`config.mk`:
```
export PLATFORM = sky130hd
export DESIGN_NAME = lease_dir
export DESIGN_NICKNAME = d
export VERILOG_FILES = /design/src/rtl/lease_dir_pkg.sv /design/src/rtl/lease_dir_lines.sv /design/src/rtl/lease_dir_calc.sv /design/src/rtl/lease_dir.sv
export SDC_FILE = /design/constraint.sdc
export NUM_CORES = 1
export LEC_CHECK = 0
export BUFFER_PORTS_ARGS = -buffer_cell sky130_fd_sc_hd__buf_2
export CORE_MARGIN = 2
export CORE_UTILIZATION = 55
export DETAILED_ROUTE_END_ITERATION = 12
export PLACE_DENSITY = 0.84
export REMOVE_ABC_BUFFERS = 1
export SKIP_CTS_REPAIR_TIMING = 1
export SKIP_LAST_GASP = 1
export SLEW_MARGIN = 20
export SYNTH_ARGS = -nofsm -noshare
export SYNTH_HDL_FRONTEND = slang
export SYNTH_HIERARCHICAL = 1
export SYNTH_SLANG_ARGS = --single-unit
```
`constraint.sdc`:
```
create_clock -name clk -period 7.4 [get_ports clk]
set_clock_uncertainty 0.2 [all_clocks]
set_input_delay 0.37 -clock clk [delete_from_list [all_inputs] [get_ports clk]]
set_output_delay 0.37 -clock clk [all_outputs]
set_load 0.05 [all_outputs]
```
`src/rtl/lease_dir_pkg.sv`:
```
package lease_dir_pkg;

    typedef enum logic [1:0] {
        OP_LOAD    = 2'b00,
        OP_STORE   = 2'b01,
        OP_RELEASE = 2'b10,
        OP_NONE    = 2'b11
    } dir_op_e;

    typedef enum logic {
        LN_SHARED = 1'b0,
        LN_MOD    = 1'b1
    } line_st_e;

    typedef enum logic [1:0] {
        FSM_IDLE   = 2'b00,
        FSM_RECALL = 2'b01,
        FSM_EXEC   = 2'b10
    } dir_fsm_e;

endpackage

```
`src/rtl/lease_dir_lines.sv`:
```
module lease_dir_lines
    import lease_dir_pkg::*;
#(
    parameter int NUM_LINES = 4,
    parameter int LINE_W    = 2,
    parameter int CORE_W    = 2,
    parameter int TS_W      = 16,
    parameter int DATA_W    = 32
) (
    input  logic              clk,
    input  logic              rst_n,
    input  logic [LINE_W-1:0] rd_idx,
    output line_st_e          rd_st,
    output logic [CORE_W-1:0] rd_owner,
    output logic [DATA_W-1:0] rd_data,
    output logic [TS_W-1:0]   rd_wts,
    output logic [TS_W-1:0]   rd_rts,
    input  logic              wr_en,
    input  logic [LINE_W-1:0] wr_idx,
    input  line_st_e          wr_st,
    input  logic [CORE_W-1:0] wr_owner,
    input  logic [DATA_W-1:0] wr_data,
    input  logic [TS_W-1:0]   wr_wts,
    input  logic [TS_W-1:0]   wr_rts
);

    typedef struct packed {
        line_st_e          st;
        logic [CORE_W-1:0] owner;
        logic [DATA_W-1:0] data;
        logic [TS_W-1:0]   wts;
        logic [TS_W-1:0]   rts;
    } entry_t;

    entry_t ent_d [NUM_LINES];
    entry_t ent_q [NUM_LINES];
    entry_t wr_ent;
    entry_t rd_ent;

    always_comb begin
        wr_ent = '{st: wr_st, owner: wr_owner, data: wr_data, wts: wr_wts, rts: wr_rts};
        for (int i = 0; i < NUM_LINES; i++) begin
            ent_d[i] = ent_q[i];
            if (wr_en && (wr_idx == LINE_W'(i))) begin
                ent_d[i] = wr_ent;
            end
        end
    end

    always_ff @(posedge clk) begin
        for (int i = 0; i < NUM_LINES; i++) begin
            if (!rst_n) begin
                ent_q[i] <= '{st: LN_SHARED, owner: '0, data: '0, wts: '0, rts: '0};
            end else begin
                ent_q[i] <= ent_d[i];
            end
        end
    end

    always_comb begin
        rd_ent = '{st: LN_SHARED, owner: '0, data: '0, wts: '0, rts: '0};
        for (int i = 0; i < NUM_LINES; i++) begin
            if (rd_idx == LINE_W'(i)) begin
                rd_ent = ent_q[i];
            end
        end
        rd_st    = rd_ent.st;
        rd_owner = rd_ent.owner;
        rd_data  = rd_ent.data;
        rd_wts   = rd_ent.wts;
        rd_rts   = rd_ent.rts;
    end

endmodule

```
`src/rtl/lease_dir_calc.sv`:
```
module lease_dir_calc
    import lease_dir_pkg::*;
#(
    parameter int CORE_W = 2,
    parameter int TS_W   = 16,
    parameter int DATA_W = 32,
    parameter int LEASE  = 10
) (
    input  dir_op_e           op,
    input  logic [CORE_W-1:0] core,
    input  logic [TS_W-1:0]   pts,
    input  logic [DATA_W-1:0] wdata,
    input  line_st_e          cur_st,
    input  logic [CORE_W-1:0] cur_owner,
    input  logic [DATA_W-1:0] cur_data,
    input  logic [TS_W-1:0]   cur_wts,
    input  logic [TS_W-1:0]   cur_rts,
    output line_st_e          nxt_st,
    output logic [CORE_W-1:0] nxt_owner,
    output logic [DATA_W-1:0] nxt_data,
    output logic [TS_W-1:0]   nxt_wts,
    output logic [TS_W-1:0]   nxt_rts,
    output logic [DATA_W-1:0] out_data,
    output logic [TS_W-1:0]   out_wts,
    output logic [TS_W-1:0]   out_rts,
    output logic [TS_W-1:0]   out_pts
);

    localparam logic [TS_W-1:0] LEASE_TS = TS_W'(LEASE);

    function automatic logic [TS_W-1:0] ts_max(input logic [TS_W-1:0] a, input logic [TS_W-1:0] b);
        return (a > b) ? a : b;
    endfunction

    logic            is_owner;
    logic [TS_W-1:0] lease_end;
    logic [TS_W-1:0] past_lease;
    logic [TS_W-1:0] store_ts;
    logic [TS_W-1:0] read_pts;

    always_comb begin
        is_owner   = (cur_st == LN_MOD) && (cur_owner == core);
        lease_end  = pts + LEASE_TS;
        past_lease = cur_rts + TS_W'(1);
        store_ts   = ts_max(pts, past_lease);
        read_pts   = ts_max(pts, cur_wts);

        nxt_st    = cur_st;
        nxt_owner = cur_owner;
        nxt_data  = cur_data;
        nxt_wts   = cur_wts;
        nxt_rts   = cur_rts;
        out_pts   = pts;

        unique case (op)
            OP_LOAD: begin
                if (!is_owner) begin
                    nxt_rts = ts_max(cur_rts, lease_end);
                end
                out_pts = read_pts;
            end
            OP_STORE: begin
                nxt_st    = LN_MOD;
                nxt_owner = core;
                nxt_data  = wdata;
                nxt_wts   = store_ts;
                nxt_rts   = store_ts;
                out_pts   = store_ts;
            end
            OP_RELEASE: begin
                if (is_owner) begin
                    nxt_st   = LN_SHARED;
                    nxt_data = wdata;
                    nxt_rts  = ts_max(cur_rts, pts);
                end
            end
            default: begin
            end
        endcase

        out_data = nxt_data;
        out_wts  = nxt_wts;
        out_rts  = nxt_rts;
    end

endmodule

```
`src/rtl/lease_dir.sv`:
```
module lease_dir
    import lease_dir_pkg::*;
#(
    parameter int NUM_CORES = 4,
    parameter int NUM_LINES = 4,
    parameter int TS_W      = 16,
    parameter int DATA_W    = 32,
    parameter int LEASE     = 10,
    localparam int CORE_W   = (NUM_CORES > 1) ? $clog2(NUM_CORES) : 1,
    localparam int LINE_W   = (NUM_LINES > 1) ? $clog2(NUM_LINES) : 1
) (
    input  logic              clk,
    input  logic              rst_n,
    input  logic              req_valid,
    output logic              req_ready,
    input  logic [CORE_W-1:0] req_core,
    input  logic [1:0]        req_op,
    input  logic [LINE_W-1:0] req_line,
    input  logic [TS_W-1:0]   req_pts,
    input  logic [DATA_W-1:0] req_wdata,
    output logic              rsp_valid,
    output logic [CORE_W-1:0] rsp_core,
    output logic [DATA_W-1:0] rsp_data,
    output logic [TS_W-1:0]   rsp_wts,
    output logic [TS_W-1:0]   rsp_rts,
    output logic [TS_W-1:0]   rsp_pts,
    output logic              wb_valid,
    output logic [CORE_W-1:0] wb_core,
    output logic [LINE_W-1:0] wb_line,
    input  logic              wb_ack,
    input  logic [DATA_W-1:0] wb_data,
    input  logic [TS_W-1:0]   wb_rts
);

    typedef struct packed {
        dir_fsm_e          fsm;
        logic [CORE_W-1:0] core;
        dir_op_e           op;
        logic [LINE_W-1:0] line;
        logic [TS_W-1:0]   pts;
        logic [DATA_W-1:0] wdata;
        logic              rsp_v;
        logic [CORE_W-1:0] rsp_core;
        logic [DATA_W-1:0] rsp_data;
        logic [TS_W-1:0]   rsp_wts;
        logic [TS_W-1:0]   rsp_rts;
        logic [TS_W-1:0]   rsp_pts;
    } ctl_t;

    ctl_t ctl_d, ctl_q;

    logic [LINE_W-1:0] rd_idx;
    line_st_e          rd_st;
    logic [CORE_W-1:0] rd_owner;
    logic [DATA_W-1:0] rd_data;
    logic [TS_W-1:0]   rd_wts;
    logic [TS_W-1:0]   rd_rts;

    logic              wr_en;
    line_st_e          wr_st;
    logic [CORE_W-1:0] wr_owner;
    logic [DATA_W-1:0] wr_data;
    logic [TS_W-1:0]   wr_wts;
    logic [TS_W-1:0]   wr_rts;

    line_st_e          ex_st;
    logic [CORE_W-1:0] ex_owner;
    logic [DATA_W-1:0] ex_data;
    logic [TS_W-1:0]   ex_wts;
    logic [TS_W-1:0]   ex_rts;
    logic [DATA_W-1:0] ex_out_data;
    logic [TS_W-1:0]   ex_out_wts;
    logic [TS_W-1:0]   ex_out_rts;
    logic [TS_W-1:0]   ex_out_pts;

    logic              req_op_acc;
    logic              need_recall;
    logic [TS_W-1:0]   merged_rts;

    lease_dir_lines #(
        .NUM_LINES (NUM_LINES),
        .LINE_W    (LINE_W),
        .CORE_W    (CORE_W),
        .TS_W      (TS_W),
        .DATA_W    (DATA_W)
    ) u_lines (
        .clk      (clk),
        .rst_n    (rst_n),
        .rd_idx   (rd_idx),
        .rd_st    (rd_st),
        .rd_owner (rd_owner),
        .rd_data  (rd_data),
        .rd_wts   (rd_wts),
        .rd_rts   (rd_rts),
        .wr_en    (wr_en),
        .wr_idx   (ctl_q.line),
        .wr_st    (wr_st),
        .wr_owner (wr_owner),
        .wr_data  (wr_data),
        .wr_wts   (wr_wts),
        .wr_rts   (wr_rts)
    );

    lease_dir_calc #(
        .CORE_W (CORE_W),
        .TS_W   (TS_W),
        .DATA_W (DATA_W),
        .LEASE  (LEASE)
    ) u_calc (
        .op        (ctl_q.op),
        .core      (ctl_q.core),
        .pts       (ctl_q.pts),
        .wdata     (ctl_q.wdata),
        .cur_st    (rd_st),
        .cur_owner (rd_owner),
        .cur_data  (rd_data),
        .cur_wts   (rd_wts),
        .cur_rts   (rd_rts),
        .nxt_st    (ex_st),
        .nxt_owner (ex_owner),
        .nxt_data  (ex_data),
        .nxt_wts   (ex_wts),
        .nxt_rts   (ex_rts),
        .out_data  (ex_out_data),
        .out_wts   (ex_out_wts),
        .out_rts   (ex_out_rts),
        .out_pts   (ex_out_pts)
    );

    always_comb begin
        rd_idx      = (ctl_q.fsm == FSM_IDLE) ? req_line : ctl_q.line;
        req_op_acc  = (dir_op_e'(req_op) == OP_LOAD) || (dir_op_e'(req_op) == OP_STORE);
        need_recall = req_op_acc && (rd_st == LN_MOD) && (rd_owner != req_core);
        merged_rts  = (wb_rts > rd_rts) ? wb_rts : rd_rts;

        ctl_d       = ctl_q;
        ctl_d.rsp_v = 1'b0;

        wr_en    = 1'b0;
        wr_st    = ex_st;
        wr_owner = ex_owner;
        wr_data  = ex_data;
        wr_wts   = ex_wts;
        wr_rts   = ex_rts;

        unique case (ctl_q.fsm)
            FSM_IDLE: begin
                if (req_valid) begin
                    ctl_d.core  = req_core;
                    ctl_d.op    = dir_op_e'(req_op);
                    ctl_d.line  = req_line;
                    ctl_d.pts   = req_pts;
                    ctl_d.wdata = req_wdata;
                    ctl_d.fsm   = need_recall ? FSM_RECALL : FSM_EXEC;
                end
            end
            FSM_RECALL: begin
                if (wb_ack) begin
                    wr_en     = 1'b1;
                    wr_st     = LN_SHARED;
                    wr_owner  = rd_owner;
                    wr_data   = wb_data;
                    wr_wts    = rd_wts;
                    wr_rts    = merged_rts;
                    ctl_d.fsm = FSM_EXEC;
                end
            end
            FSM_EXEC: begin
                wr_en          = 1'b1;
                ctl_d.rsp_v    = 1'b1;
                ctl_d.rsp_core = ctl_q.core;
                ctl_d.rsp_data = ex_out_data;
                ctl_d.rsp_wts  = ex_out_wts;
                ctl_d.rsp_rts  = ex_out_rts;
                ctl_d.rsp_pts  = ex_out_pts;
                ctl_d.fsm      = FSM_IDLE;
            end
            default: begin
                ctl_d.fsm = FSM_IDLE;
            end
        endcase
    end

    always_ff @(posedge clk) begin
        if (!rst_n) begin
            ctl_q <= '{fsm: FSM_IDLE, op: OP_LOAD, default: '0};
        end else begin
            ctl_q <= ctl_d;
        end
    end

    assign req_ready = (ctl_q.fsm == FSM_IDLE);
    assign wb_valid  = (ctl_q.fsm == FSM_RECALL);
    assign wb_core   = (ctl_q.fsm == FSM_RECALL) ? rd_owner : '0;
    assign wb_line   = ctl_q.line;
    assign rsp_valid = ctl_q.rsp_v;
    assign rsp_core  = ctl_q.rsp_core;
    assign rsp_data  = ctl_q.rsp_data;
    assign rsp_wts   = ctl_q.rsp_wts;
    assign rsp_rts   = ctl_q.rsp_rts;
    assign rsp_pts   = ctl_q.rsp_pts;

endmodule

```
=== Word-level counts from Yosys, hierarchy flattened ===
Memory sizes are Yosys's and may differ from the RTL's.
Cells that the tools add are included.

* Reduce and logical (&&, ||, !) cells: 15
* Bitwise gates (word level): 4
* Equality and inequality tests: 15
* Multiplexer cells: 48
* Order comparisons: 5
* Add/subtract/negate cells: 2

{| class="wikitable"
|+ Operator list
! cell !! count
|-
| two-way mux 67 bit || 12
|-
| two-way mux 16 bit || 12
|-
| two-way mux 32 bit || 3
|-
| two-way mux 83 bit || 1
|-
| greater-than comparator 16 bit || 5
|-
| case mux 32 bit (2 select lines) || 1
|-
| two-way mux 56 bit || 1
|-
| case mux 16 bit (3 select lines) || 1
|-
| case mux 16 bit (2 select lines) || 1
|-
| adder 16 x 1 -> 16 bit, second input constant || 1
|-
| adder 16 x 4 -> 16 bit, second input constant || 1
|-
| two-way mux 2 bit || 7
|-
| == test 2 bit, second input constant || 6
|-
| == test 2 x 1 -> 1 bit, second input constant || 5
|-
| zero test 2 bit || 5
|-
| logical AND 1 bit || 7
|-
| two-way mux 1 bit || 6
|-
| bitwise OR 1 bit || 4
|-
| case mux 1 bit (2 select lines) || 2
|-
| case mux 2 bit (2 select lines) || 1
|-
| AND reduction 2 bit || 2
|-
| == test 2 bit || 1
|-
| != test 2 x 1 -> 1 bit, second input constant || 1
|-
| != test 2 bit || 1
|-
| other kinds (2) || 2
|}

* Bits in writable memories: 268
* Memories kept: 1
* Logic and storage cells: 102
* Bits of input ports: 106
* Output and inout bits: 89
* Bits in registers: 139

{| class="wikitable"
|+ Memory list
! name !! depth !! width !! read ports !! clocked after Yosys merged registers in !! wr ports !! line !! source
|-
| u_lines.ent_q || 4 || 67 || 4 || 0 || 4 || lease_dir_lines.sv:36 || <nowiki>entry_t ent_q [NUM_LINES];</nowiki>
|}

=== Logic depth before layout (Yosys ltp) ===
* Word-level depth: 15
* Depth in mapped cells: 23
* Depth with buffers taken out: 20

=== Cells and area by module ===
Netlist, hierarchy kept.

{| class="wikitable"
|+ Modules (own cells, without submodules)
! module !! times used !! cells each !! area an instance (µm²)
|-
| lease_dir_lines || 1 || 1024 || 11247.0
|-
| lease_dir || 1 || 945 || 7231.9
|-
| lease_dir_calc || 1 || 668 || 4727.0
|}

=== Worst setup path before layout ===
Ideal clock, no wire load.

* Path type: register to register
* Start: register ctl_q[138] (netlist name)
* End: memory u_lines/ent_q[1][3] (netlist name)
* Cell stages (with the launch flop): 23
* Setup slack: 1.875 ns
* Path buffers: 3
* Data arrival time: 5.198 ns
* Cells stage by stage: dfxtp_1 -> inv_1 -> ha_1 -> mux2_2 -> buf_2 -> buf_2 -> mux4_2 -> ha_1 -> and3_1 -> nor2b_1 -> xnor2_1 -> ha_1 -> nand4_1 -> or4_1 -> or2_2 -> clkbuf_1 -> a21boi_0 -> o31ai_1 -> a221o_2 -> a22oi_1 -> nand3_1 -> nand2_1 -> mux2i_1

{| class="wikitable"
|+ RTL lines
! item !! line !! source
|-
| start: declaration || lease_dir.sv:50 || <nowiki>ctl_t ctl_d, ctl_q;</nowiki>
|-
| start signal: assignment || lease_dir.sv:188 || <nowiki>ctl_q <= ctl_d;</nowiki>
|-
| end: declaration || lease_dir_lines.sv:36 ||
|}

==> impl_metrics.py <==
metrics = {
    "global_routing": {
        "overflow": 0,
        "grt.total_usage": 0.2838,
        "grt_max_degree": 235,
        "antenna_found_initial": 3,
        "grt_pass1_wl_um": 100600,
        "grt_pass1_vias": 19340,
    },
    "synth": {
        "yosys.area.top_type_share": 0.3511,
        "synthArstFlopShare": 0,
        "ys.flop_type": "dfxtp_1",
        "synth-edff-count": 0,
        "synthDistinctLibCells": 66,
        "yosys_warnings": 6,
        "seq_area_frac_synth": 0.3511,
        "synth.largest_area_cell": "dfxtp_1",
        "syn_area_per_cell_um2": 8.800,
        "ys_top_cells_by_area": "dfxtp_1 35%, mux2i_1 15%, nand2_1 11%, mux4_2 6.5%, buf_4 4.9%",
        "synth-seq-cells": 407,
        "synthCells": 2637,
        "syn_area_um2": 23210,
    },
    "worst_hold_path": {
        "hp-start": "req_valid",
        "whs_path_depth": 4,
        "min_path_type": "primary input to flip-flop",
    },
    "power": {
        "totalPowerFinal_w": 0.005252,
        "p_comb_frac": 0.137,
        "switchingPower_w": 0.001439,
        "ir_drop_v": 0.0001909,
        "powerDensity_nw_per_um2": 208.4,
        "seq_power_share": 0.431,
        "internal_power_w": 0.003813,
        "p_leak_nw": 10.92,
        "clkPwrFrac": 0.431,
        "p_sw_frac": 0.2739,
    },
    "clock_tree": {
        "cts_buffers": 43,
        "clk_path_buf_depth": 3,
        "cts.sinks": 407,
        "cts_root_buf": "clkbuf_16",
        "cts_max_level": 2,
        "clkLatencyLatePin_ns": 0.58,
        "cts.clk_slew.worst_paths_ns": 0.06,
        "cts_tree": "built",
    },
    "floorplan": {
        "start_util": 0.5557,
        "die_y_um": 209.4,
        "die_area_um2": 43850,
        "io_pins": 195,
        "die_width_um": 209.4,
        "coreArea_um2": 41760,
        "row_count": 75,
    },
    "setup_path": {
        "worstSetupStartpointType": "flip-flop",
        "path_max_fanout": 17,
        "crit_required_ns": 7.62,
        "crit_arrival_ns": 6.49,
        "ff2ff_path_depth": 19,
        "worstSetupPathType": "flip-flop to flip-flop",
        "r2r_start": "ctl_q[137]",
        "max_stage_delay_ns": 0.69,
        "end_kind": "flip-flop",
        "cp_slowest_cell": "nor2_1",
        "crit_start": "ctl_q[137]",
        "critPathMostFrequentCell": "nand2_1",
        "crit_chain": "inv_1 > ha_1 > mux2_4 > mux4_2 > and4_1 > nand4_1 > nor3_1 > xnor2_1 > ha_1 > nand4_1 > or4_1 > nor2_1 > nor2_1 > a31oi_1 > o21ai_0 > nand2_1 > nand2_1 > nand2_1 > mux2i_1",
    },
    "timing": {
        "timing.fmax_mhz": 159.5,
        "relSlewSlack": 0.2815,
        "rsz0062_at_grt": "false",
        "worstMarginPinSlew_ns": 1.074,
        "finalSetupViolCount": 0,
        "period_share": 0.8472,
        "tns_ns": 0,
        "hold_violations": 0,
        "hold_ws_ns": 0.005681,
        "finalCriticalPeriod_ns": 6.269,
        "drv_slew": 0,
    },
    "detailed_routing": {
        "wire_per_inst_um": 20.26,
        "drt_iter0_drc": 1800,
        "wl_um": 64740,
        "num_vias": 19400,
        "first_pass_iters": 6,
        "drc": 0,
        "antenna_left": 0,
        "viasPerCell": 6.071,
    },
    "layout": {
        "drive_gt1_frac": 0.1581,
        "fillers": 3422,
        "fin_util": 0.6034,
        "fin_area_um2": 25200,
        "layout_commonest_cell": "nand2_1",
        "syn2layout_area_growth_pct": 8.573,
        "fin_nets": 2815,
        "mostFrequentLayoutCells": "661 x nand2_1, 407 x dfxtp_1, 356 x mux2i_1, 193 x buf_2, 117 x nor2_1",
    },
    "placement": {
        "dp_hpwl_um": 42550,
        "portBuffers": 194,
        "place_congestion": 0.9417,
        "dpl_cell_area_um2": 23150,
    },
    "status": {
        "status": "finished clean",
    },
    "flow_run": {
        "maxCapViolCount": 0,
    },
}
## registers in the layout, summed over array words and instances (netlist names)
signal and flops:
ctl_q 54, rsp_core 2, rsp_data 32, rsp_pts 16, rsp_rts 16, rsp_valid 1
rsp_wts 16, u_lines/ent_q 268, wb_line 2
## logic make-up (layout without fill, tap and decap cells)
| group | count (synthesis) | after routing | synth area share |
|---|---|---|---|
| XOR/XNOR | 31 | 31 | 0.01170 |
| flip-flops | 407 | 407 | 0.3511 |
| AO/OA/AOI/OAI | 307 | 307 | 0.09360 |
| other | 0 | 1 | 0 |
| buffers and inverters | 404 | 423 | 0.09581 |
| multiplexers | 442 | 442 | 0.2278 |
| AND/OR/NAND/NOR | 958 | 958 | 0.1725 |
| adder cells (fa/ha/maj) | 88 | 88 | 0.04745 |
## metrics by stage
| step | std cells | setup slack (ns) |
|---|---|---|
| finish | 3196 | 1.131 |
| detailed placement | 3061 | 1.309 |
| global placement | 3061 | 1.555 |
| global route | 3195 | 0.8497 |
| floorplan | 2303 | 0.6826 |
| CTS | 3141 | 1.273 |
## final timing paths
kind	to	slack [ns]
hold / removal	ctl_q[138]	0.006
hold reg to reg	u_lines/ent_q[1][55]	0.25
setup / recovery	u_lines/ent_q[0][20]	1.13
setup reg to reg	u_lines/ent_q[0][20]	1.13
## final cells by class
cell class / instances / area (um^2) / area share
sequential: 407 / 8148 / 0.3234
antenna: 1 / 2.502 / 0.00009932
timing repair buffer: 273 / 1722 / 0.06833
tap: 539 / 674.4 / 0.02677
inverter: 70 / 265.3 / 0.01053
clock inverter: 22 / 282.8 / 0.01122
clock buffer: 58 / 1212 / 0.04812
multi-input combinational: 1826 / 12890 / 0.5115
## metal layers
layer | vias up | track usage | wire length (um)
met1 | 9351 | 0.3527 | 26310
met3 | 164 | 0.05357 | 5005
met2 | 879 | 0.4895 | 31530
met5 | - | 0 | 27
met4 | 4 | 0.1076 | 1872
li1 | 9006 | - | -
## power by group through the flow
stage | clock (W) | sequential, W | combinational [W]
detailed placement | 0 | 0.00231 | 0.000681
global route | 0.00238 | 0.00227 | 0.000776
finish | 0.00227 | 0.00226 | 0.000722
global placement | 0 | 0.00231 | 0.000672
CTS | 0.00229 | 0.00226 | 0.000685
floorplan | 0 | 0.00233 | 0.000429
## cell usage after synthesis, types with 43 or more instances
| master | number |
|---|---|
| ha_1 | 88 |
| mux2i_1 | 356 |
| o21ai_0 | 43 |
| nand2_1 | 663 |
| nor2_1 | 117 |
| inv_1 | 70 |
| clkbuf_1 | 104 |
| buf_2 | 52 |
| nand3_1 | 46 |
| a21oi_1 | 85 |
| buf_4 | 153 |
| dfxtp_1 | 407 |
| mux4_2 | 67 |
## critical path: cells and delay by family (launching register included)
family	cells	cell delay [ns]
adders and majority gates	2	0.68
AOI/OAI and AO/OA	2	0.65
muxes	3	1.20
buffers and inverters	1	0.12
and+or+nand+nor	10	2.78
DFF	1	0.33
xor gates and xnor gates	1	0.13
Note: power is estimated with default switching activity, not from simulation.
